**src/rtl/acc_cpu_pkg.sv**
```systemverilog
`timescale 1ns/1ps
package acc_cpu_pkg;

  // opcode values (top nibble of the instruction word)
  localparam logic [3:0] OPC_HALT = 4'h0;
  localparam logic [3:0] OPC_LDM  = 4'h1;
  localparam logic [3:0] OPC_STM  = 4'h2;
  localparam logic [3:0] OPC_IN   = 4'h3;
  localparam logic [3:0] OPC_ADD  = 4'h5;
  localparam logic [3:0] OPC_OUT  = 4'h7;

  typedef enum logic [2:0] {
    ST_FETCH,
    ST_LOAD_IR,
    ST_EXEC,
    ST_MEMRD,
    ST_HALT
  } state_e;

  typedef enum logic [1:0] {
    AC_HOLD,
    AC_MEM,
    AC_ADD,
    AC_IO
  } ac_src_e;

endpackage

```
**src/rtl/acc_cpu_rst_sync.sv**
```systemverilog
`timescale 1ns/1ps
module acc_cpu_rst_sync #(
  parameter int STAGES = 2
) (
  input  logic clk,
  input  logic rst_n,
  output logic rst_sync_n
);

  logic [STAGES-1:0] sync_q;

  always_ff @(posedge clk or negedge rst_n) begin
    if (!rst_n) begin
      sync_q <= '0;
    end else begin
      sync_q <= {sync_q[STAGES-2:0], 1'b1};
    end
  end

  assign rst_sync_n = sync_q[STAGES-1];

endmodule

```
**src/rtl/acc_cpu_ctrl.sv**
```systemverilog
`timescale 1ns/1ps
module acc_cpu_ctrl
  import acc_cpu_pkg::*;
#(
  parameter int OPW = 4
) (
  input  logic           clk,
  input  logic           rst_n,
  input  logic [OPW-1:0] opcode,
  input  logic           io_ready,
  output logic           ir_en,
  output logic           pc_en,
  output ac_src_e        ac_src,
  output logic           addr_from_ir,
  output logic           mem_rd,
  output logic           mem_wr,
  output logic           io_rd,
  output logic           io_wr,
  output logic           halted
);

  state_e state_q, state_d;

  // next state and control decode
  always_comb begin
    state_d      = state_q;
    ir_en        = 1'b0;
    pc_en        = 1'b0;
    ac_src       = AC_HOLD;
    addr_from_ir = 1'b0;
    mem_rd       = 1'b0;
    mem_wr       = 1'b0;
    io_rd        = 1'b0;
    io_wr        = 1'b0;
    unique case (state_q)
      ST_FETCH: begin
        mem_rd  = 1'b1;
        state_d = ST_LOAD_IR;
      end
      ST_LOAD_IR: begin
        ir_en   = 1'b1;
        pc_en   = 1'b1;
        state_d = ST_EXEC;
      end
      ST_EXEC: begin
        case (opcode)
          OPC_LDM, OPC_ADD: begin
            mem_rd       = 1'b1;
            addr_from_ir = 1'b1;
            state_d      = ST_MEMRD;
          end
          OPC_STM: begin
            mem_wr       = 1'b1;
            addr_from_ir = 1'b1;
            state_d      = ST_FETCH;
          end
          OPC_IN: begin
            io_rd = 1'b1;
            if (io_ready) begin
              ac_src  = AC_IO;
              state_d = ST_FETCH;
            end
          end
          OPC_OUT: begin
            io_wr = 1'b1;
            if (io_ready) begin
              state_d = ST_FETCH;
            end
          end
          OPC_HALT: begin
            state_d = ST_HALT;
          end
          default: begin
            state_d = ST_FETCH;
          end
        endcase
      end
      ST_MEMRD: begin
        ac_src  = (opcode == OPC_ADD) ? AC_ADD : AC_MEM;
        state_d = ST_FETCH;
      end
      ST_HALT: begin
        state_d = ST_HALT;
      end
      default: begin
        state_d = ST_FETCH;
      end
    endcase
  end

  // state register
  always_ff @(posedge clk or negedge rst_n) begin
    if (!rst_n) begin
      state_q <= ST_FETCH;
    end else begin
      state_q <= state_d;
    end
  end

  assign halted = (state_q == ST_HALT);

endmodule

```
**src/rtl/acc_cpu_dp.sv**
```systemverilog
`timescale 1ns/1ps
module acc_cpu_dp
  import acc_cpu_pkg::*;
#(
  parameter int             DW       = 16,
  parameter int             AW       = 12,
  parameter int             OPW      = 4,
  parameter logic [AW-1:0]  RESET_PC = 'h300
) (
  input  logic           clk,
  input  logic           rst_n,
  input  logic           ir_en,
  input  logic           pc_en,
  input  ac_src_e        ac_src,
  input  logic           addr_from_ir,
  input  logic [DW-1:0]  mem_rdata,
  input  logic [DW-1:0]  io_rdata,
  output logic [OPW-1:0] opcode,
  output logic [AW-1:0]  field,
  output logic [DW-1:0]  ac,
  output logic [AW-1:0]  mem_addr
);

  localparam int IW = OPW + AW;

  logic [AW-1:0] pc_q, pc_d;
  logic [IW-1:0] ir_q, ir_d;
  logic [DW-1:0] ac_q, ac_d;
  logic          ac_en;

  // next values
  always_comb begin
    pc_d  = pc_q + AW'(1);
    ir_d  = mem_rdata[IW-1:0];
    ac_en = (ac_src != AC_HOLD);
    unique case (ac_src)
      AC_MEM:  ac_d = mem_rdata;
      AC_ADD:  ac_d = ac_q + mem_rdata;
      AC_IO:   ac_d = io_rdata;
      default: ac_d = ac_q;
    endcase
  end

  // registers with explicit enables
  always_ff @(posedge clk or negedge rst_n) begin
    if (!rst_n) begin
      pc_q <= RESET_PC;
      ir_q <= '0;
      ac_q <= '0;
    end else begin
      if (pc_en) pc_q <= pc_d;
      if (ir_en) ir_q <= ir_d;
      if (ac_en) ac_q <= ac_d;
    end
  end

  assign opcode   = ir_q[IW-1 -: OPW];
  assign field    = ir_q[AW-1:0];
  assign ac       = ac_q;
  assign mem_addr = addr_from_ir ? field : pc_q;

endmodule

```
**src/rtl/acc_cpu.sv**
```systemverilog
`timescale 1ns/1ps
module acc_cpu
  import acc_cpu_pkg::*;
#(
  parameter int            DW       = 16,
  parameter int            AW       = 12,
  parameter logic [AW-1:0] RESET_PC = 'h300
) (
  input  logic          clk,
  input  logic          rst_n,
  output logic [AW-1:0] mem_addr,
  output logic          mem_rd,
  output logic          mem_wr,
  output logic [DW-1:0] mem_wdata,
  input  logic [DW-1:0] mem_rdata,
  output logic [AW-1:0] io_dev,
  output logic          io_rd,
  output logic          io_wr,
  output logic [DW-1:0] io_wdata,
  input  logic [DW-1:0] io_rdata,
  input  logic          io_ready,
  output logic          halted
);

  localparam int OPW = DW - AW;

  logic           rst_sync_n;
  logic [OPW-1:0] opcode;
  logic [AW-1:0]  field;
  logic [DW-1:0]  ac;
  logic           ir_en;
  logic           pc_en;
  logic           addr_from_ir;
  ac_src_e        ac_src;

  acc_cpu_rst_sync #(.STAGES(2)) u_rst (
    .clk        (clk),
    .rst_n      (rst_n),
    .rst_sync_n (rst_sync_n)
  );

  acc_cpu_ctrl #(.OPW(OPW)) u_ctrl (
    .clk          (clk),
    .rst_n        (rst_sync_n),
    .opcode       (opcode),
    .io_ready     (io_ready),
    .ir_en        (ir_en),
    .pc_en        (pc_en),
    .ac_src       (ac_src),
    .addr_from_ir (addr_from_ir),
    .mem_rd       (mem_rd),
    .mem_wr       (mem_wr),
    .io_rd        (io_rd),
    .io_wr        (io_wr),
    .halted       (halted)
  );

  acc_cpu_dp #(
    .DW       (DW),
    .AW       (AW),
    .OPW      (OPW),
    .RESET_PC (RESET_PC)
  ) u_dp (
    .clk          (clk),
    .rst_n        (rst_sync_n),
    .ir_en        (ir_en),
    .pc_en        (pc_en),
    .ac_src       (ac_src),
    .addr_from_ir (addr_from_ir),
    .mem_rdata    (mem_rdata),
    .io_rdata     (io_rdata),
    .opcode       (opcode),
    .field        (field),
    .ac           (ac),
    .mem_addr     (mem_addr)
  );

  assign mem_wdata = ac;
  assign io_wdata  = ac;
  assign io_dev    = field;

endmodule

```
**config.mk**
```make
export PLATFORM = sky130hd
export DESIGN_NAME = acc_cpu
export DESIGN_NICKNAME = d
export VERILOG_FILES = /design/src/rtl/acc_cpu_pkg.sv /design/src/rtl/acc_cpu_rst_sync.sv /design/src/rtl/acc_cpu_ctrl.sv /design/src/rtl/acc_cpu_dp.sv /design/src/rtl/acc_cpu.sv
export SDC_FILE = /design/constraint.sdc
export NUM_CORES = 1
export LEC_CHECK = 0
export BUFFER_PORTS_ARGS = -buffer_cell sky130_fd_sc_hd__clkbuf_2
export CORE_MARGIN = 5
export CORE_UTILIZATION = 35
export DETAILED_ROUTE_END_ITERATION = 6
export PLACE_DENSITY = 0.61
export RECOVER_POWER = 25
export SYNTH_ARGS = -nofsm -noshare
export SYNTH_HDL_FRONTEND = slang
export SYNTH_SLANG_ARGS = --single-unit
export TNS_END_PERCENT = 1
```
**constraint.sdc**
```tcl
create_clock -name clk -period 2.1 [get_ports clk]
set_clock_uncertainty 0.1 [all_clocks]
set_input_delay 0.105 -clock clk [delete_from_list [all_inputs] [get_ports clk]]
set_output_delay 0.105 -clock clk [all_outputs]
set_load 0.03 [all_outputs]
```
==> results of run 1 <==
[path summary, 6_finish.rpt]
kind | startpoint | to | slack [ns] | cells past startpoint
worst max register to register | u_dp.ac[0]$_DFFE_PN0P_ | u_dp.ac[14]$_DFFE_PN0P_ | -0.08 | 10
worst min register to register | u_rst.sync_q[0]$_DFF_PN0_ | u_rst.sync_q[1]$_DFF_PN0_ | 0.26 | 0
worst min-delay path | io_rdata[3] | u_dp.ac[3]$_DFFE_PN0P_ | 0.005 | 3
worst max-delay path | u_dp.ac[0]$_DFFE_PN0P_ | u_dp.ac[14]$_DFFE_PN0P_ | -0.08 | 10
max in group asynchronous | u_rst.sync_q[1]$_DFF_PN0_ | u_dp.ac[12]$_DFFE_PN0P_ | 0.42 | 0
min in group asynchronous | u_rst.sync_q[1]$_DFF_PN0_ | u_dp.ac[0]$_DFFE_PN0P_ | 0.52 | 0
[logic make-up (layout without fill, tap and decap cells)]
| group | count (synthesis) | count (layout) | synth area share, % |
|---|---|---|---|
| compound gates | 82 | 82 | 19.2 |
| simple gates | 78 | 78 | 13.6 |
| flops | 49 | 49 | 38.2 |
| buf+inv | 34 | 163 | 6.18 |
| mux | 30 | 30 | 10.5 |
| xor+xnor | 20 | 20 | 5.45 |
| fa+ha+maj | 17 | 17 | 6.85 |
| other cells | 1 | 1 | 0.117 |
[sequential cells by signal, indices dropped and copies added, names as in the netlist]
name and cells:
u_ctrl.state_q 3, u_rst.sync_q 2, u_dp.ir_q 16, u_dp.pc_q 12
u_dp.ac 16
[routing by layer]
layer	GRT usage, %	part of all wire [%]
met1	22.5	45
met2	27.6	46
met3	3.80	8.4
met4	3.15	0.44
met5	0	0
[layout make-up]
type	count	area [µm²]	area share [%]
Multi-Input combinational cell	228	1850	43.2
Sequential cell	49	1240	28.9
Timing Repair Buffer	149	938	21.9
Tap cell	111	139	3.25
Clock buffer	5	68.8	1.61
Clock inverter	3	25.0	0.585
Inverter	6	22.5	0.526
[cells in the mapped netlist (2+ instances only)]
cell,n
a221oi_1,5
o21ba_1,3
a222oi_1,3
a221o_1,6
buf_2,3
a21oi_1,14
clkbuf_1,7
o21ai_2,2
nand2_1,18
o211ai_1,3
o21bai_1,2
dfstp_2,2
inv_1,6
nand3_1,6
and4_1,2
a31oi_1,4
xor2_1,6
dfrtp_1,47
a211oi_1,3
xnor2_1,14
a22oi_1,2
o21a_1,3
nor3_1,8
nand2b_1,5
o21ai_1,8
ha_1,16
a21o_1,5
nand4_1,4
buf_4,18
mux2_2,29
o21ai_0,6
nor2b_1,3
nor2_1,17
o22ai_1,3
nor3b_1,2
[power groups by stage]
stage | clock network, mW | logic [mW] | registers, mW
2_1_floorplan | 0 | 2.75 | 2.22
3_3_place_gp | 0 | 4.37 | 1.73
3_5_place_dp | 0 | 4.43 | 1.75
4_1_cts | 0.623 | 4.50 | 1.73
5_1_grt | 0.659 | 4.86 | 1.80
6_report | 0.602 | 4.50 | 1.72
[critical path, delay by kind of cell (launching register included)]
kind | cells | cell delay, ns
flip-flops | 1 | 0.41
AO/OA/AOI/OAI | 5 | 0.75
AND/OR/NAND/NOR | 1 | 0.12
adder cells (fa/ha/maj) | 2 | 0.49
multiplexers | 1 | 0.16
buffers and inverters | 1 | 0.04
[what timing repair did]
action,4_1_cts,5_1_grt
setup buffers,0,0
hold buffers,17,0
pin swaps,3,3
resized for setup,6,21
setup endpoints to repair,19,21
hold endpoints to repair,17,0
==> flow_summary_export.csv, run 1 <==
group,metric,value,unit
final_layout,final_cells,551,
pwr,power.switching,3.38,mW
floorplan,rows,35,
clocking,htree_levels,2,
grt,grt_pass1_vias,3020,
sta,final_max_slew_viol_count,0,
placement,place_area,3990,µm²
sta,whs,0.00499,ns
logic_synthesis,synth.ff_latch_count,49,
grt,antenna_found_initial,0,
pwr,combPwrFrac,66.0,%
sta,fin_crit,2.18,ns
final_layout,nNetsFinal,491,
logic_synthesis,synth_fp_nets,363,
status,violations,"setup timing",
clocking,numCtsBuffers,5,
pwr,intPower,3.45,mW
setup_path,cp-start-kind,"flip-flop",
logic_synthesis,synth_top_cell_by_area,"dfrtp_1",
final_layout,n_fill_cell,887,
sta,rsz0062_at_grt,"yes",
sta,setup_ws,-0.0837,ns
final_layout,area_delta_synth_final,33.0,%
setup_path,cp.required,2.19,ns
final_layout,drive_above_1_share,44.5,%
pwr,ir_drop,0.890,mV
sta,hold_violations,0,
logic_synthesis,synth_ff_type,"dfrtp_1",
grt,grt_pass1_wl,15.2,mm
pwr,p_clk_share,8.8,%
detailed_routing,vias,2874,
clocking,cts_tree,"built",
floorplan,initial_core_util,35.3,%
logic_synthesis,netlist_top_cells_area,"dfrtp_1 (37%), mux2_2 (10%), ha_1 (6.2%), buf_4 (4.2%), xnor2_1 (3.8%)",
placement,numPlacedInstances,526,
clocking,clk_latency,0.31,ns
logic_synthesis,syn_inst,311,
detailed_routing,drt-total-wl,9.15,mm
placement,hpwl,7.10,mm
logic_synthesis,yosysWarnings,0,
pwr,powerDensity,1590,nW/µm²
floorplan,die_y,106,µm
setup_path,worstPathCellList,"ha_4, inv_2, fa_2, nor2b_1, o21a_1, o21ai_4, a211oi_2, o21ai_2, mux2i_1, o211ai_1",
placement,io_buffers,95,
grt,overflow,0,
setup_path,critPathCaptureType,"flip-flop",
final_layout,layout_common_cells,"clkbuf_2 (77), dfrtp_1 (40), buf_4 (36)",
sta,post-route-period-util,104,%
sta,setup_violations,6,
detailed_routing,drc,0,
final_layout,final_area,4280,µm²
min_path,worstHoldPathType,"in2reg",
clocking,clk_path_buf_depth,2,
floorplan,die_w,106,µm
logic_synthesis,synthDistinctLibCells,61,
pwr,p_leak,1.98,nW
pwr,p_sw_share,49.5,%
grt,track_usage,16.7,%
logic_synthesis,yosysSeqAreaShare,38.2,%
clocking,clock-root-buffer,"clkbuf_8",
final_layout,diodes,0,
status,status,"complete, but fails checks",
sta,worst_pin_slew,1.47,ns
clocking,clkSinkCount,49,
setup_path,cp_slowest_stage_delay,0.41,ns
pwr,power,6.82,mW
logic_synthesis,synth_top_area_share,36.6,%
pwr,power_frac_seq,25.2,%
logic_synthesis,netlist_area,3220,µm²
floorplan,io_pins,96,
logic_synthesis,synth-async-reset-ratio,100,%
grt,grt_max_degree,35,
detailed_routing,ant_nets,0,
sta,relSlewSlack,2.10,%
detailed_routing,via_per_inst,5.22,
floorplan,die-area,11200,µm²
placement,gp_congestion,0.863,
final_layout,layout_commonest_cell,"clkbuf_2",
setup_path,cp_max_fo,5,
detailed_routing,drt_iter0_markers,88,
setup_path,path_class,"reg2reg",
placement,pre_cts_slack,-0.120,ns
sta,setup_tns,-0.329,ns
setup_path,critPathSlowestCell,"dfrtp_2",
clocking,path_clk_slew,0.11,ns
floorplan,core_area,9110,µm²
logic_synthesis,synth_edf_count,0,
run,cap_violations,0,
detailed_routing,drt-pass1-iter-count,4,
detailed_routing,detail_route.wl_per_cell,16.6,µm
setup_path,arrival,2.27,ns
sta,max_freq,458,MHz
final_layout,utilization,47.0,%
logic_synthesis,syn_avg_cell_area,10.3,µm²
Note: power is estimated with default switching activity, not from simulation.
==> run 2: changes to the inputs <==
- CORE_UTILIZATION: 35 -> 45
- PLACE_DENSITY: 0.61 -> default
- PLACE_DENSITY_LB_ADDON: default -> 0.08
==> run 2 against run 1 <==
The flow still finishes with violations (setup timing). Non-clock buffer count down 6. Wire length down 0.56%. Setup slack worse by 0.0025 ns. Worst hold slack better by 0.0018 ns. Flip-flop and latch count unchanged. Cell area down 0.12%. Fmax down 0.11%. Clock power up 15%. Critical path type unchanged. Largest cell class unchanged.
==> flow_summary_export.csv, run 2 (synthesized netlist as in run 1, its figures left out) <==
group,metric,value,unit
status,violations,"setup timing",
placement,io_buffers,95,
clocking,path_clk_slew,0.10,ns
setup_path,cp-start-kind,"flip-flop",
final_layout,area_delta_synth_final,32.9,%
clocking,clk_path_buf_depth,2,
setup_path,critPathCaptureType,"flip-flop",
setup_path,worstPathCellList,"ha_4, inv_2, fa_2, nor2b_1, o21a_1, o21ai_4, a211oi_4, o21ai_2, mux2i_1, o211ai_1",
grt,grt_max_degree,21,
final_layout,n_fill_cell,642,
grt,overflow,0,
floorplan,rows,30,
grt,grt_pass1_vias,2889,
detailed_routing,drt-total-wl,9.10,mm
final_layout,layout_common_cells,"clkbuf_2 (96), dfrtp_1 (39), buf_4 (33)",
final_layout,nNetsFinal,486,
pwr,powerDensity,1640,nW/µm²
pwr,power,7.01,mW
setup_path,path_class,"reg2reg",
detailed_routing,ant_nets,0,
detailed_routing,via_per_inst,5.41,
sta,worst_pin_slew,0.894,ns
setup_path,reg2reg_slack,-0.09,ns
floorplan,die_w,94.6,µm
placement,place_area,3940,µm²
pwr,ir_drop,0.886,mV
placement,hpwl,6.82,mm
clocking,clk_latency,0.31,ns
final_layout,multi_input_area,1920,µm²
detailed_routing,detail_route.wl_per_cell,17.1,µm
sta,rsz0062_at_grt,"yes",
detailed_routing,drt-pass1-iter-count,4,
status,status,"complete, but fails checks",
setup_path,cp.required,2.19,ns
setup_path,cp_slowest_stage_delay,0.43,ns
final_layout,diodes,0,
setup_path,cp_max_fo,5,
clocking,htree_levels,2,
floorplan,initial_core_util,46.8,%
grt,antenna_found_initial,0,
setup_path,rr_worst_depth,10,
clocking,numCtsBuffers,5,
sta,setup_violations,6,
placement,gp_congestion,0.879,
final_layout,layout_commonest_cell,"clkbuf_2",
sta,hold_violations,0,
floorplan,core_area,6870,µm²
sta,setup_tns,-0.317,ns
sta,setup_ws,-0.0862,ns
floorplan,die_y,94.6,µm
sta,relSlewSlack,40.4,%
setup_path,critPathSlowestCell,"dfrtp_2",
sta,post-route-period-util,104,%
final_layout,regArea,1240,µm²
sta,fin_crit,2.19,ns
sta,final_max_slew_viol_count,0,
clocking,clkSinkCount,49,
setup_path,critical_path_buf_inv_count,1,
sta,max_freq,457,MHz
setup_path,r2r_start,"u_dp.ac[0]$_DFFE_PN0P_",
final_layout,drive_above_1_share,48.0,%
floorplan,io_pins,96,
clocking,clock-root-buffer,"clkbuf_8",
detailed_routing,drc,0,
run,cap_violations,0,
clocking,cts_tree,"built",
min_path,worstHoldPathType,"in2async",
setup_path,cp_top_family,"compound AO/OA/AOI/OAI gates",
detailed_routing,drt_iter0_markers,106,
grt,grt_pass1_wl,14.6,mm
detailed_routing,vias,2874,
floorplan,die-area,8940,µm²
setup_path,r2r-end,"u_dp.ac[14]$_DFFE_PN0P_",
grt,track_usage,20.8,%
final_layout,final_area,4270,µm²
pwr,p_leak,1.98,nW
setup_path,arrival,2.28,ns
run 2: layer usage:
layer / part of all wire [%] / GRT usage [%] / wire length [µm]
met5: 0 / 0 / 0
met4: 1.2 / 5.53 / 106
met3: 5.9 / 3.82 / 540
met2: 49 / 35.3 / 4450
met1: 44 / 27.3 / 4010
run 2: worst max path at each step:
stage                      startpoint  depth (start not counted)  slack, ns                       to
2_1_floorplan  u_dp.ac[0]$_DFFE_PN0P_                         10      -0.08  u_dp.ac[14]$_DFFE_PN0P_
3_3_place_gp   u_dp.ac[0]$_DFFE_PN0P_                         10      -0.03  u_dp.ac[14]$_DFFE_PN0P_
4_1_cts        u_dp.ac[1]$_DFFE_PN0P_                          8      -0.07  u_dp.ac[15]$_DFFE_PN0P_
5_1_grt        u_dp.ac[0]$_DFFE_PN0P_                         10      -0.22  u_dp.ac[14]$_DFFE_PN0P_
3_5_place_dp   u_dp.ac[0]$_DFFE_PN0P_                         10      -0.08  u_dp.ac[14]$_DFFE_PN0P_
6_report       u_dp.ac[0]$_DFFE_PN0P_                         10      -0.09  u_dp.ac[14]$_DFFE_PN0P_
run 2: repair_timing:
item / CTS / global route
buffers inserted: 1 / 0
hold buffers: 11 / 2
hold endpoints to repair: 12 / 2
gates cloned: 1 / 0
pin swaps: 6 / 3
gates resized for setup: 13 / 6
setup endpoints to repair: 19 / 23
run 2: area by class of cell:
class	count	share of cell area (%)
Clock buffer	6	1.70
Clock inverter	2	0.907
Inverter	6	0.527
Multi-Input combinational cell	229	44.9
Sequential cell	49	29.0
Tap cell	96	2.81
Timing Repair Buffer	143	20.2
run 2: worst reg2reg max path, delay by kind of cell (launching register included):
family	cells	cell delay, ns
muxes	1	0.20
adders and majority gates	2	0.38
buffers and inverters	1	0.05
AOI/OAI and AO/OA	5	0.88
DFF	1	0.43
and+or+nand+nor	1	0.05
run 2: metrics by stage:
step	util, %	setup WS, ns	instances	hold slack [ns]
after floorplan	-	-0.0810	311	-0.291
after CTS	61.5	-0.0677	529	0.0000454
after detailed placement	57.4	-0.0819	508	-0.201
after global routing	62.2	-0.219	531	0.00400
after global placement	57.4	-0.0312	508	-0.209
final	62.2	-0.0862	531	0.00682
run 2: where the power goes:
part	switching [mW]	total, mW	internal (mW)
Combinational	2.69	4.55	1.87
Clock	0.333	0.692	0.358
Sequential	0.413	1.76	1.35
==> run 3: changes to the inputs <==
- REMOVE_ABC_BUFFERS: default -> 1
==> run 3 against run 2 <==
The flow still finishes with violations (setup timing). Via count is 0.87% higher. Critical path depth stayed put. Non-clock buffer count is 21 higher. Sequential share of layout area is 1.0 points lower. Clock power is 5.6% higher. Global-route usage is 0.20 points lower. Sequential power is 2% lower. Cell area is 3.0% higher. Power is 0.63% higher. Combinational power is 1% higher. Flip-flop and latch count stayed put. Fmax is 0.82% lower.
==> flow_summary_export.csv, run 3 (synthesized netlist as in run 1, its figures left out) <==
group,metric,value,unit
clocking,clk_latency,0.31,ns
clocking,htree_levels,2,
sta,rsz0062_at_grt,"yes",
setup_path,critical_path_buf_inv_count,1,
final_layout,n_fill_cell,624,
floorplan,core_area,6870,µm²
sta,fin_crit,2.20,ns
placement,gp_congestion,0.860,
detailed_routing,vias,2899,
placement,place_area,3980,µm²
setup_path,cp_max_fo,3,
detailed_routing,via_per_inst,5.26,
final_layout,final_cells,551,
detailed_routing,ant_nets,0,
grt,track_usage,20.6,%
final_layout,diodes,0,
final_layout,layout_common_cells,"clkbuf_2 (83), buf_4 (48), dfrtp_1 (46)",
sta,hold_violations,0,
grt,grt_pass1_vias,2912,
final_layout,final_area,4400,µm²
min_path,worstHoldPathType,"in2reg",
setup_path,worstPathCellList,"ha_2, inv_2, fa_2, nor2b_1, o21a_1, o21ai_2, a211oi_2, o21ai_2, mux2i_1, o211ai_1",
floorplan,rows,30,
clocking,clk_path_buf_depth,2,
final_layout,regArea,1230,µm²
clocking,cts_tree,"built",
placement,io_buffers,95,
pwr,power,7.06,mW
setup_path,crit_start,"u_dp.ac[0]$_DFFE_PN0P_",
floorplan,die_w,94.6,µm
detailed_routing,drc,0,
grt,grt_pass1_wl,14.4,mm
final_layout,nNetsFinal,506,
sta,relSlewSlack,17.8,%
placement,numPlacedInstances,518,
setup_path,cp_slowest_stage_delay,0.38,ns
detailed_routing,detail_route.wl_per_cell,16.1,µm
floorplan,die_y,94.6,µm
grt,overflow,0,
clocking,path_clk_slew,0.11,ns
pwr,powerDensity,1600,nW/µm²
detailed_routing,drt-total-wl,8.88,mm
placement,hpwl,6.63,mm
min_path,hold_path.startpoint,"io_rdata[5]",
final_layout,multi_input_area,1840,µm²
setup_path,arrival,2.29,ns
pwr,p_leak,2.09,nW
floorplan,die-area,8940,µm²
setup_path,cp.required,2.19,ns
run,cap_violations,0,
sta,setup_ws,-0.104,ns
floorplan,initial_core_util,46.8,%
final_layout,layout_commonest_cell,"clkbuf_2",
final_layout,drive_above_1_share,46.4,%
clocking,clkSinkCount,49,
sta,max_freq,454,MHz
sta,setup_violations,7,
status,status,"complete, but fails checks",
setup_path,cp-start-kind,"flip-flop",
floorplan,io_pins,96,
grt,grt_max_degree,32,
sta,worst_pin_slew,1.23,ns
setup_path,r2r_start,"u_dp.ac[0]$_DFFE_PN0P_",
sta,final_max_slew_viol_count,0,
sta,post-route-period-util,105,%
status,violations,"setup timing",
clocking,numCtsBuffers,5,
setup_path,cp_common_cell,"o21ai_2",
setup_path,cp_top_family,"compound AO/OA/AOI/OAI gates",
grt,antenna_found_initial,0,
setup_path,path_class,"reg2reg",
setup_path,critPathCaptureType,"flip-flop",
setup_path,critPathSlowestCell,"dfrtp_1",
detailed_routing,drt_iter0_markers,105,
detailed_routing,drt-pass1-iter-count,4,
sta,whs,0.0119,ns
final_layout,area_delta_synth_final,36.8,%
clocking,clock-root-buffer,"clkbuf_8",
pwr,ir_drop,0.933,mV
run 3: worst paths after layout:
path,endpoint,slack (ns),cells past startpoint
worst max-delay path,u_dp.ac[14]$_DFFE_PN0P_,-0.10,10
worst min-delay path,u_dp.ac[5]$_DFFE_PN0P_,0.01,3
worst max register to register,u_dp.ac[14]$_DFFE_PN0P_,-0.10,10
worst min register to register,u_rst.sync_q[1]$_DFF_PN0_,0.26,0
max in group asynchronous,u_ctrl.state_q[0]$_DFFE_PN0P_,0.65,1
min in group asynchronous,u_dp.pc_q[0]$_DFFE_PN0P_,0.42,0
run 3: cell type report:
type                    instances  share of cell area (%)
well taps                      96                    2.73
repair buffers                164                    24.3
clock inverters                 3                    1.14
flip-flops and latches         49                    27.9
clock buffers                   5                    1.56
multi-input cells             228                    41.8
inverters                       6                   0.512
run 3: metal layers:
layer | routed length, µm | GRT usage, % | vias up
li1 | - | - | 1425
met1 | 4000 | 27.1 | 1372
met2 | 4190 | 35.4 | 93
met3 | 610 | 3.82 | 9
met4 | 85 | 4.21 | 0
met5 | 0 | 0 | -
run 3: timing repair:
action | CTS | global route
pin swaps | 5 | 15
hold buffers | 19 | 0
setup buffers | 5 | 2
hold endpoints to repair | 19 | 0
gates resized for setup | 16 | 15
endpoints found under the setup margin | 22 | 31
run 3: metrics by stage:
step,worst slack [ns],util (%),TNS [ns]
CTS,-0.0882,63.9,-0.401
detailed placement,-0.196,57.9,-0.878
global route,-0.256,64.1,-2.37
finish,-0.104,64.1,-0.410
global placement,-0.106,57.9,-0.381
floorplan,-0.557,-,-5.71
run 3: worst register-to-register path: cells and delay by family, from the launching register on:
family                     cells  cell delay (ns)
AOI/OAI and AO/OA              5             0.75
muxes                          1             0.17
buffers and inverters          1             0.05
DFF                            1             0.38
adders and majority gates      2             0.53
and+or+nand+nor                1             0.12
run 3: report_power, final:
group	switching, mW	total, mW	leakage (nW)	internal, mW
Clock	0.365	0.731	0.0603	0.366
Sequential	0.386	1.72	0.582	1.34
Combinational	2.64	4.60	1.45	1.96
